[src/rtl/jsr_pkg.sv]
package jsr_pkg;
    localparam int REG_W  = 32;
    localparam int ADDR_W = 4;

    localparam logic [ADDR_W-1:0] A_CMD      = 4'd0;
    localparam logic [ADDR_W-1:0] A_CMD_NEXT = 4'd1;
    localparam logic [ADDR_W-1:0] A_STATUS   = 4'd2;
    localparam logic [ADDR_W-1:0] A_CFG      = 4'd3;
    localparam logic [ADDR_W-1:0] A_CFG_NEXT = 4'd4;
    localparam logic [ADDR_W-1:0] A_HEAD_LO  = 4'd5;
    localparam logic [ADDR_W-1:0] A_HEAD_HI  = 4'd6;
    localparam logic [ADDR_W-1:0] A_TAIL_LO  = 4'd7;
    localparam logic [ADDR_W-1:0] A_TAIL_HI  = 4'd8;
    localparam logic [ADDR_W-1:0] A_AFF_LO   = 4'd9;
    localparam logic [ADDR_W-1:0] A_AFF_HI   = 4'd10;
    localparam logic [ADDR_W-1:0] A_HNX_LO   = 4'd11;
    localparam logic [ADDR_W-1:0] A_HNX_HI   = 4'd12;
    localparam logic [ADDR_W-1:0] A_ANX_LO   = 4'd13;
    localparam logic [ADDR_W-1:0] A_ANX_HI   = 4'd14;

    typedef enum logic [2:0] {
        CMD_NOP      = 3'd0,
        CMD_START    = 3'd1,
        CMD_SSTOP    = 3'd2,
        CMD_HSTOP    = 3'd3,
        CMD_SSTOP_C0 = 3'd4,
        CMD_HSTOP_C0 = 3'd5,
        CMD_SSTOP_C1 = 3'd6,
        CMD_HSTOP_C1 = 3'd7
    } cmd_e;

    localparam logic [REG_W-1:0] ST_IDLE   = 32'h0000_0000;
    localparam logic [REG_W-1:0] ST_ACTIVE = 32'h0000_0002;
    localparam logic [REG_W-1:0] ST_DONE   = 32'h0000_0001;
    localparam logic [REG_W-1:0] ST_FAULT  = 32'h1000_0001;
    localparam logic [REG_W-1:0] ST_SOFTED = 32'h0000_0101;
    localparam logic [REG_W-1:0] ST_HARDED = 32'h0000_0201;

    localparam int CFG_FAULT_BIT = 0;
    localparam int CFG_CHAIN_BIT = 8;
endpackage

[src/rtl/jsr_cmd_decode.sv]
module jsr_cmd_decode
    import jsr_pkg::*;
(
    input  logic [REG_W-1:0] code_i,
    input  logic             chain_i,
    output logic             start_o,
    output logic             stop_o,
    output logic             hard_o
);
    logic in_range;
    cmd_e op;

    always_comb begin
        in_range = (code_i[REG_W-1:3] == '0);
        op       = cmd_e'(code_i[2:0]);
        start_o  = 1'b0;
        stop_o   = 1'b0;
        hard_o   = 1'b0;
        if (in_range) begin
            case (op)
                CMD_START:    start_o = 1'b1;
                CMD_SSTOP:    stop_o  = 1'b1;
                CMD_HSTOP:    begin stop_o = 1'b1; hard_o = 1'b1; end
                CMD_SSTOP_C0: stop_o  = !chain_i;
                CMD_HSTOP_C0: begin stop_o = !chain_i; hard_o = 1'b1; end
                CMD_SSTOP_C1: stop_o  = chain_i;
                CMD_HSTOP_C1: begin stop_o = chain_i; hard_o = 1'b1; end
                default:      ;
            endcase
        end
    end
endmodule

[src/rtl/jsr_job_stub.sv]
module jsr_job_stub #(
    parameter int unsigned JOB_CYCLES = 16
) (
    input  logic clk,
    input  logic rst_n,
    input  logic start_i,
    input  logic kill_i,
    output logic busy_o,
    output logic finish_o
);
    localparam int CNT_W = $clog2(JOB_CYCLES + 1);

    typedef struct packed {
        logic             run;
        logic [CNT_W-1:0] cnt;
    } stub_t;

    stub_t st_d, st_q;

    assign busy_o   = st_q.run;
    assign finish_o = st_q.run && (st_q.cnt == CNT_W'(1));

    always_comb begin
        st_d = st_q;
        if (start_i) begin
            st_d.run = 1'b1;
            st_d.cnt = CNT_W'(JOB_CYCLES);
        end else if (kill_i || finish_o) begin
            st_d.run = 1'b0;
        end else if (st_q.run) begin
            st_d.cnt = st_q.cnt - CNT_W'(1);
        end
    end

    always_ff @(posedge clk) begin
        if (!rst_n) st_q <= '0;
        else        st_q <= st_d;
    end

    AST_CNT_RANGE: assert property (@(posedge clk) disable iff (!rst_n)
        busy_o |-> (st_q.cnt >= CNT_W'(1) && st_q.cnt <= CNT_W'(JOB_CYCLES)));
    AST_FINISH_STOPS: assert property (@(posedge clk) disable iff (!rst_n)
        (finish_o && !start_i) |=> !busy_o);
endmodule

[src/rtl/jsr_slot.sv]
module jsr_slot
    import jsr_pkg::*;
#(
    parameter int unsigned SLOT_ID    = 0,
    parameter int unsigned ID_W       = 4,
    parameter int unsigned JOB_CYCLES = 16
) (
    input  logic              clk,
    input  logic              rst_n,
    input  logic [ADDR_W-1:0] bus_addr,
    input  logic              bus_we,
    input  logic [REG_W-1:0]  bus_wdata,
    output logic [REG_W-1:0]  bus_rdata,
    output logic              job_done_o,
    output logic              job_failed_o,
    output logic [ID_W-1:0]   evt_slot_o,
    output logic              cmd_err_o
);
    localparam int HALF = REG_W;
    localparam int WIDE = 2 * REG_W;

    typedef struct packed {
        logic [REG_W-1:0] cmd;
        logic [REG_W-1:0] cmd_next;
        logic [REG_W-1:0] status;
        logic [REG_W-1:0] cfg;
        logic [REG_W-1:0] cfg_next;
        logic [WIDE-1:0]  head;
        logic [WIDE-1:0]  tail;
        logic [WIDE-1:0]  aff;
        logic [WIDE-1:0]  hnext;
        logic [WIDE-1:0]  anext;
        logic             done_p;
        logic             fail_p;
        logic             err_p;
    } slot_t;

    slot_t st_d, st_q;

    logic dec_start, dec_stop, dec_hard;
    logic wr_cmd, wr_next, launch, stop_now;
    logic busy, finish;

    jsr_cmd_decode u_dec (
        .code_i  (bus_wdata),
        .chain_i (st_q.cfg[CFG_CHAIN_BIT]),
        .start_o (dec_start),
        .stop_o  (dec_stop),
        .hard_o  (dec_hard)
    );

    jsr_job_stub #(.JOB_CYCLES(JOB_CYCLES)) u_stub (
        .clk      (clk),
        .rst_n    (rst_n),
        .start_i  (launch),
        .kill_i   (stop_now),
        .busy_o   (busy),
        .finish_o (finish)
    );

    always_comb begin
        wr_cmd   = bus_we && (bus_addr == A_CMD);
        wr_next  = bus_we && (bus_addr == A_CMD_NEXT);
        launch   = wr_next && dec_start;
        stop_now = wr_cmd && dec_stop && busy;
    end

    always_comb begin
        st_d        = st_q;
        st_d.done_p = 1'b0;
        st_d.fail_p = 1'b0;
        st_d.err_p  = wr_cmd && dec_start;

        if (bus_we) begin
            case (bus_addr)
                A_CMD_NEXT: if (!launch) st_d.cmd_next = bus_wdata;
                A_CFG_NEXT: st_d.cfg_next = bus_wdata;
                A_HNX_LO:   st_d.hnext[HALF-1:0]    = bus_wdata;
                A_HNX_HI:   st_d.hnext[WIDE-1:HALF] = bus_wdata;
                A_ANX_LO:   st_d.anext[HALF-1:0]    = bus_wdata;
                A_ANX_HI:   st_d.anext[WIDE-1:HALF] = bus_wdata;
                default:    ;
            endcase
        end

        if (launch) begin
            st_d.head     = st_q.hnext;
            st_d.tail     = st_q.hnext;
            st_d.aff      = st_q.anext;
            st_d.cfg      = st_q.cfg_next;
            st_d.cmd      = REG_W'(CMD_START);
            st_d.hnext    = '0;
            st_d.anext    = '0;
            st_d.cfg_next = '0;
            st_d.cmd_next = '0;
            st_d.status   = ST_ACTIVE;
        end else if (stop_now) begin
            st_d.status = dec_hard ? ST_HARDED : ST_SOFTED;
            st_d.done_p = 1'b1;
        end else if (finish) begin
            if (st_q.cfg[CFG_FAULT_BIT]) begin
                st_d.status = ST_FAULT;
                st_d.fail_p = 1'b1;
            end else begin
                st_d.status = ST_DONE;
                st_d.done_p = 1'b1;
            end
        end
    end

    always_ff @(posedge clk) begin
        if (!rst_n) st_q <= '0;
        else        st_q <= st_d;
    end

    always_comb begin
        case (bus_addr)
            A_CMD:      bus_rdata = st_q.cmd;
            A_CMD_NEXT: bus_rdata = st_q.cmd_next;
            A_STATUS:   bus_rdata = st_q.status;
            A_CFG:      bus_rdata = st_q.cfg;
            A_CFG_NEXT: bus_rdata = st_q.cfg_next;
            A_HEAD_LO:  bus_rdata = st_q.head[HALF-1:0];
            A_HEAD_HI:  bus_rdata = st_q.head[WIDE-1:HALF];
            A_TAIL_LO:  bus_rdata = st_q.tail[HALF-1:0];
            A_TAIL_HI:  bus_rdata = st_q.tail[WIDE-1:HALF];
            A_AFF_LO:   bus_rdata = st_q.aff[HALF-1:0];
            A_AFF_HI:   bus_rdata = st_q.aff[WIDE-1:HALF];
            A_HNX_LO:   bus_rdata = st_q.hnext[HALF-1:0];
            A_HNX_HI:   bus_rdata = st_q.hnext[WIDE-1:HALF];
            A_ANX_LO:   bus_rdata = st_q.anext[HALF-1:0];
            A_ANX_HI:   bus_rdata = st_q.anext[WIDE-1:HALF];
            default:    bus_rdata = '0;
        endcase
    end

    assign job_done_o   = st_q.done_p;
    assign job_failed_o = st_q.fail_p;
    assign cmd_err_o    = st_q.err_p;
    assign evt_slot_o   = (st_q.done_p || st_q.fail_p) ? ID_W'(SLOT_ID) : '0;

    AST_LAUNCH_CLEARS: assert property (@(posedge clk) disable iff (!rst_n)
        (bus_we && bus_addr == A_CMD_NEXT && bus_wdata == REG_W'(CMD_START)) |=>
        (st_q.hnext == '0 && st_q.anext == '0 && st_q.cfg_next == '0 &&
         st_q.cmd_next == '0 && st_q.status == ST_ACTIVE));
    AST_HEAD_TAIL: assert property (@(posedge clk) disable iff (!rst_n)
        (bus_we && bus_addr == A_CMD_NEXT && bus_wdata == REG_W'(CMD_START)) |=>
        (st_q.head == st_q.tail && st_q.head == $past(st_q.hnext)));
    AST_ERR_NO_CHANGE: assert property (@(posedge clk) disable iff (!rst_n)
        cmd_err_o |-> ($stable(st_q.cfg) && $stable(st_q.head) && $stable(st_q.cmd)));
    AST_IDLE_STOP: assert property (@(posedge clk) disable iff (!rst_n)
        (bus_we && bus_addr == A_CMD && !busy) |=> ($stable(st_q.status) && !job_done_o));
    AST_PULSE_EXCL: assert property (@(posedge clk) disable iff (!rst_n)
        !(job_done_o && job_failed_o));
endmodule

[config.mk]
export PLATFORM = sky130hd
export DESIGN_NAME = jsr_slot
export DESIGN_NICKNAME = d
export VERILOG_FILES = /design/src/rtl/jsr_pkg.sv /design/src/rtl/jsr_cmd_decode.sv /design/src/rtl/jsr_job_stub.sv /design/src/rtl/jsr_slot.sv
export SDC_FILE = /design/constraint.sdc
export NUM_CORES = 1
export LEC_CHECK = 0
export ABC_AREA = 0
export BUFFER_PORTS_ARGS = -buffer_cell sky130_fd_sc_hd__buf_4
export CAP_MARGIN = 20
export CORE_ASPECT_RATIO = 0.8
export CORE_UTILIZATION = 32
export CTS_CLUSTER_DIAMETER = 50
export DETAILED_ROUTE_END_ITERATION = 6
export GPL_TIMING_DRIVEN = 1
export PLACE_DENSITY = 0.47
export REMOVE_ABC_BUFFERS = 1
export SKIP_CTS_REPAIR_TIMING = 1
export SLEW_MARGIN = 20
export SYNTH_ARGS = -nofsm -noshare
export SYNTH_HDL_FRONTEND = slang
export SYNTH_SLANG_ARGS = --single-unit
[constraint.sdc]
create_clock -name clk -period 4.5 [get_ports clk]
set_input_delay 0.675 -clock clk [delete_from_list [all_inputs] [get_ports clk]]
set_output_delay 0.675 -clock clk [all_outputs]
set_load 0.02 [all_outputs]
======== Word level (Yosys, flattened, before mapping) ========
Cells that the tools add are included.
cells by class
  $add $sub $neg .......................... 1
  equality and inequality tests ........... 23
  mux-type cells .......................... 20
  bitwise operators ....................... 3
  reduce and logical (&&, ||, !) cells .... 31
operator list
  kind                   number
  $pmux W32 S13          1
  $mux W32               2
  $logic_not A29 Y1      1
  $mux W29               1
  $eq A4 B4 Y1 const B   7
  $eq A4 B3 Y1 const B   4
  $reduce_and A2 Y1      8
  $eq A3 B3 Y1 const B   4
  $reduce_or A2 Y1       6
  $mux W10               1
  $mux W5                2
  $mux W1                9
  $eq A4 B2 Y1 const B   2
  $logic_and A1 B1 Y1    7
  $eq A3 B2 Y1 const B   2
  $mux W6                1
  $reduce_bool A2 Y1     3
  $eq A5 B1 Y1 const B   1
  $sub A5 B1 Y5 const B  1
  $eq A4 B1 Y1 const B   1
  $logic_not A4 Y1       1
  $mux W2                2
  $reduce_or A4 Y1       1
  $eq A3 B1 Y1 const B   1
  7 further kinds        9
storage, ports and cells
  bits in registers ....................... 394
  input bits .............................. 39
  output and inout bits ................... 39
  logic and storage cells ................. 96

======== Depth between registers and ports, before layout ========
  depth after elaboration ................. 9
  depth in mapped cells ................... 9
  mapped depth without buffers ............ 6

======== Cells and area by module ========
From an unflattened synthesis, not the netlist that was laid out.
second synthesis, totals
  cells, all modules ...................... 2034
  area, all modules ....................... 16106.7 um^2
by module, submodules not included
  module          times used  cells an instance  area an instance (um^2)  sequential area each (um^2)
  jsr_slot        1           1979               15628.7                  7226.9
  jsr_job_stub    1           37                 326.6                    120.1
  jsr_cmd_decode  1           18                 151.4                    0.0

======== Least setup slack after synthesis ========
Ideal clock, no wire load.
  path kind ............................... input-to-output
  start point ............................. input port bus_addr[1]
  end point ............................... output port bus_rdata[23]
  arrival time ............................ 2.219 ns
  required time ........................... 3.825 ns
  setup slack ............................. 1.606 ns
  stages .................................. 6
  path buffers ............................ 3
  path through ............................ buf_2 nor4b_2 clkbuf_1 buf_1 a22oi_1 nand4_1
on the way
  word-level cells in the longest chain between the ends .. 3
  elaborated cells on any way between the ends .. 18
  those cells by class .................... eq/ne: 14; mux: 1; reduce/logical: 3
RTL lines
  item                                                 RTL line         source
  start: declaration                                   jsr_slot.sv:10   input logic [ADDR_W-1:0] bus_addr,
  $eq A4 B4 Y1 / $eq A4 B3 Y1 (equally long branches)  jsr_slot.sv:117  case (bus_addr)
  $reduce_or A2 Y1 (no line)                           -
  $pmux W32 S13 (*)                                    jsr_slot.sv:117
  end: declaration                                     jsr_slot.sv:13   output logic [REG_W-1:0] bus_rdata,
Mark *: on every way between the ends. The rest lies on a longest branch, timed or not.

======== Final worst setup path ========
  start point ............................. input port bus_addr[1]
  end point ............................... output port bus_rdata[15]
The elaborated chain is that of the path after synthesis.

==> impl_metrics.csv <==
group,metric,value,unit
synthesis,synth_warnings,0,
clocking,numCtsBuffers,42,
synthesis,synth_area_leaders,"dfxtp_1 47%, nand2_1 18%, a21boi_0 7.8%",
worst_setup_path,rrSetupSlack,2.88,ns
worst_setup_path,crit_path_max_fanout,26,
sta,fin_crit,3.54,ns
pwr,p_leak,0.00596,uW
global_route,antenna_found_initial,1,
global_route,grt_max_degree,169,
final_layout,fill_cells,4902,
worst_setup_path,reg2regPathDepth,5,
sta,fin_crit_sh,78.7,%
synthesis,synth_xor_area_share,0.0562,%
route,via_per_inst,5.40,
pwr,vdd_ir_drop_max,0.275,mV
synthesis,syn-mean-instance-area,7.91,um2
die,boundaryPins,78,
global_route,globalRouteTotalUtil,22.7,%
clocking,cts_tree,"done",
route,via_count,14100,
route,wl_per_cell,21.7,um
final_layout,final_core_util,38.1,%
global_route,grt_pass1_wl,86.5,mm
route,drt_iter0_markers,1111,
final_layout,final_layout_size_suffix_gt1_share,10.3,%
worst_hold_path,hp-start,"bus_wdata[31]",
global_route,first_global_vias,13800,
die,initial_utilization,32.8,%
synthesis,synth_cell_type_count,55,
clocking,clock_path_buffers,3,
die,coreArea,47500,um2
worst_setup_path,cp-start-kind,"input pin",
clocking,h-tree-depth,2,
sta,worstMarginPinSlew,0.953,ns
die,rows,71,
synthesis,synthSimpleGateAreaFrac,22.9,%
pwr,powerDensity,399,nW/um2
sta,holdWs,0.420,ns
worst_setup_path,worstPathRequired,3.83,ns
synthesis,synth_compound_area_share,23.3,%
synthesis,synthMuxAreaShare,0.522,%
synthesis,synth_enable_flop_cells,0,
synthesis,synth-seq-cells,367,
die,die_h,199,um
global_route,grt_overflow_total,0,
worst_setup_path,regToRegStartpoint,"u_stub.busy_o",
clocking,cts_sinks,367,
placement,gp_congestion,0.765,
clocking,clk_latency,0.55,ns
sta,slew_violations,0,
route,drc,0,
sta,max_slew_margin,36.5,%
worst_setup_path,end_kind,"output port",
job,cap_violations,0,
worst_setup_path,r2r_end,"u_stub.st_q[1]",
worst_hold_path,min_to,"st_q[34]",
clocking,clk_pin_slew,0.06,ns
worst_setup_path,arrival,2.87,ns
sta,worst_slack,0.959,ns
sta,setup_viol,0,
synthesis,ys.flop_type,"dfxtp_1",
worst_hold_path,hold_depth,3,
sta,max_freq,0.282,GHz
final_layout,mostFrequentLayoutCells,"766 x nand2_1, 367 x dfxtp_1, 203 x a21oi_1",
synthesis,synth_top_family_by_area,"compound AO/OA/AOI/OAI gates",
synthesis,synth_cells,1970,
pwr,total_power,7210,uW
synthesis,syn_area,15600,um2
sta,rsz0062_at_grt,"no",
worst_setup_path,path_class,"input pin to output port",
final_layout,final_common_cell,"nand2_1",
sta,finalClockSkew,0.0151,ns
die,dieArea,49600,um2
worst_hold_path,min_path_type,"input pin to flop",
worst_setup_path,slowest_stage,"and4b_2",
route,drt-total-wl,56.9,mm
clocking,cts-root-buf,"clkbuf_16",
final_layout,area.growth.synth_to_final,16.1,%
synthesis,synthArstFlopShare,0,%
placement,numPortBuffers,73,
route,drt_first_pass_iters,5,
die,die_w,249,um
final_layout,num-nets-final,2007,
sta,hold_violations,0,
synthesis,synth_fa_ha_area_share,0.161,%
synthesis,synth_top_area_cell,"dfxtp_1",
placement,hpwlAfterDp,31.3,mm
synthesis,yosysSeqAreaShare,47.2,%
placement,dp_slack,1.01,ns
route,ant_nets,0,
synthesis,synth.top_cell.area_share,47.2,%
worst_setup_path,slowest_delay,0.59,ns
worst_setup_path,crit_top_cell,"buf_4",
worst_setup_path,crit_chain,"buf_4, and4b_2, a22o_1, a221o_1, a221oi_1, nand4_1, buf_4",
status,status,"completed",
[worst max-delay path: cells and delay by family]
family / cells / cell delay (ns)
buffers and inverters: 2 / 0.49
AND/OR/NAND/NOR: 2 / 0.83
AO/OA/AOI/OAI: 3 / 0.84
[Yosys cell counts, types with 4 or more instances]
cell,n
a21boi_0,162
a21oi_1,204
a221o_1,7
a221oi_1,31
a222oi_1,4
a22o_1,17
a22oi_1,95
and2_1,5
and3_1,4
buf_1,13
buf_2,31
buf_4,8
buf_6,25
clkbuf_1,96
dfxtp_1,367
mux2i_1,7
nand2_1,766
nand3_1,14
nand3b_1,4
nand4_1,31
nor2_1,12
nor2b_1,4
nor3_1,5
nor3b_1,4
nor4_1,7
nor4bb_1,4
o21ai_0,5
[stage by stage]
step / std cells / setup TNS, ns / instance area, um2
2_1_floorplan: 1799 / -1788.03 / 14700
3_3_place_gp: 2542 / 0 / 16600
3_5_place_dp: 2542 / 0 / 16600
4_1_cts: 2616 / 0 / 18100
5_1_grt: 2616 / 0 / 18100
6_report: 2617 / 0 / 18100
[power breakdown]
part           internal [uW]  total [uW]  leakage [uW]  switching [uW]
Clock                   2190        3590      0.000710            1400
Combinational           96.0         333       0.00229             237
Sequential              3270        3290       0.00296            16.5
Total                   5560        7210       0.00596            1660
[state kept, by name, indices dropped and copies added, names as in the netlist]
register / flops
u_stub.busy_o: 1
u_stub.st_q: 5
job_failed_o: 1
cmd_err_o: 1
job_done_o: 1
st_q: 358
[how the worst max path moves through the flow]
stage,start,to,cells after the start
finish,bus_addr[1],bus_rdata[15],7
floorplan,bus_addr[2],u_stub.st_q[4],5
global placement,bus_addr[0],bus_rdata[3],8
CTS,bus_addr[0],bus_rdata[3],8
global route,bus_addr[0],bus_rdata[3],8
detailed placement,bus_addr[0],bus_rdata[3],8
[cells by family (layout without fill, tap and decap cells)]
group           Yosys count  count (layout)
buf+inv                 176             199
simple gates            875             875
compound gates          540             540
mux                       8               8
xor+xnor                  1               1
fa+ha+maj                 2               2
flops                   367             367
other cells               1               5
[layout make-up]
cell class | count | area, um2 | share of cell area, %
Clock buffer | 66 | 1330 | 7.33
Antenna cell | 1 | 2.50 | 0.0138
Timing Repair Buffer | 123 | 1060 | 5.87
Inverter | 2 | 7.51 | 0.0415
Sequential cell | 367 | 7350 | 40.6
Multi-Input combinational cell | 1430 | 7440 | 41.2
Clock inverter | 8 | 125 | 0.692
Tap cell | 620 | 776 | 4.29
[metal layers]
layer	part of all wire [%]	track usage, %	vias to the layer above
met2	44	37.4	410
met1	48	31.3	6943
met3	5.6	3.27	75
met4	2.0	5.45	0
li1	-	-	6713
met5	0	0	-
Power figures use the tool's default switching activity.
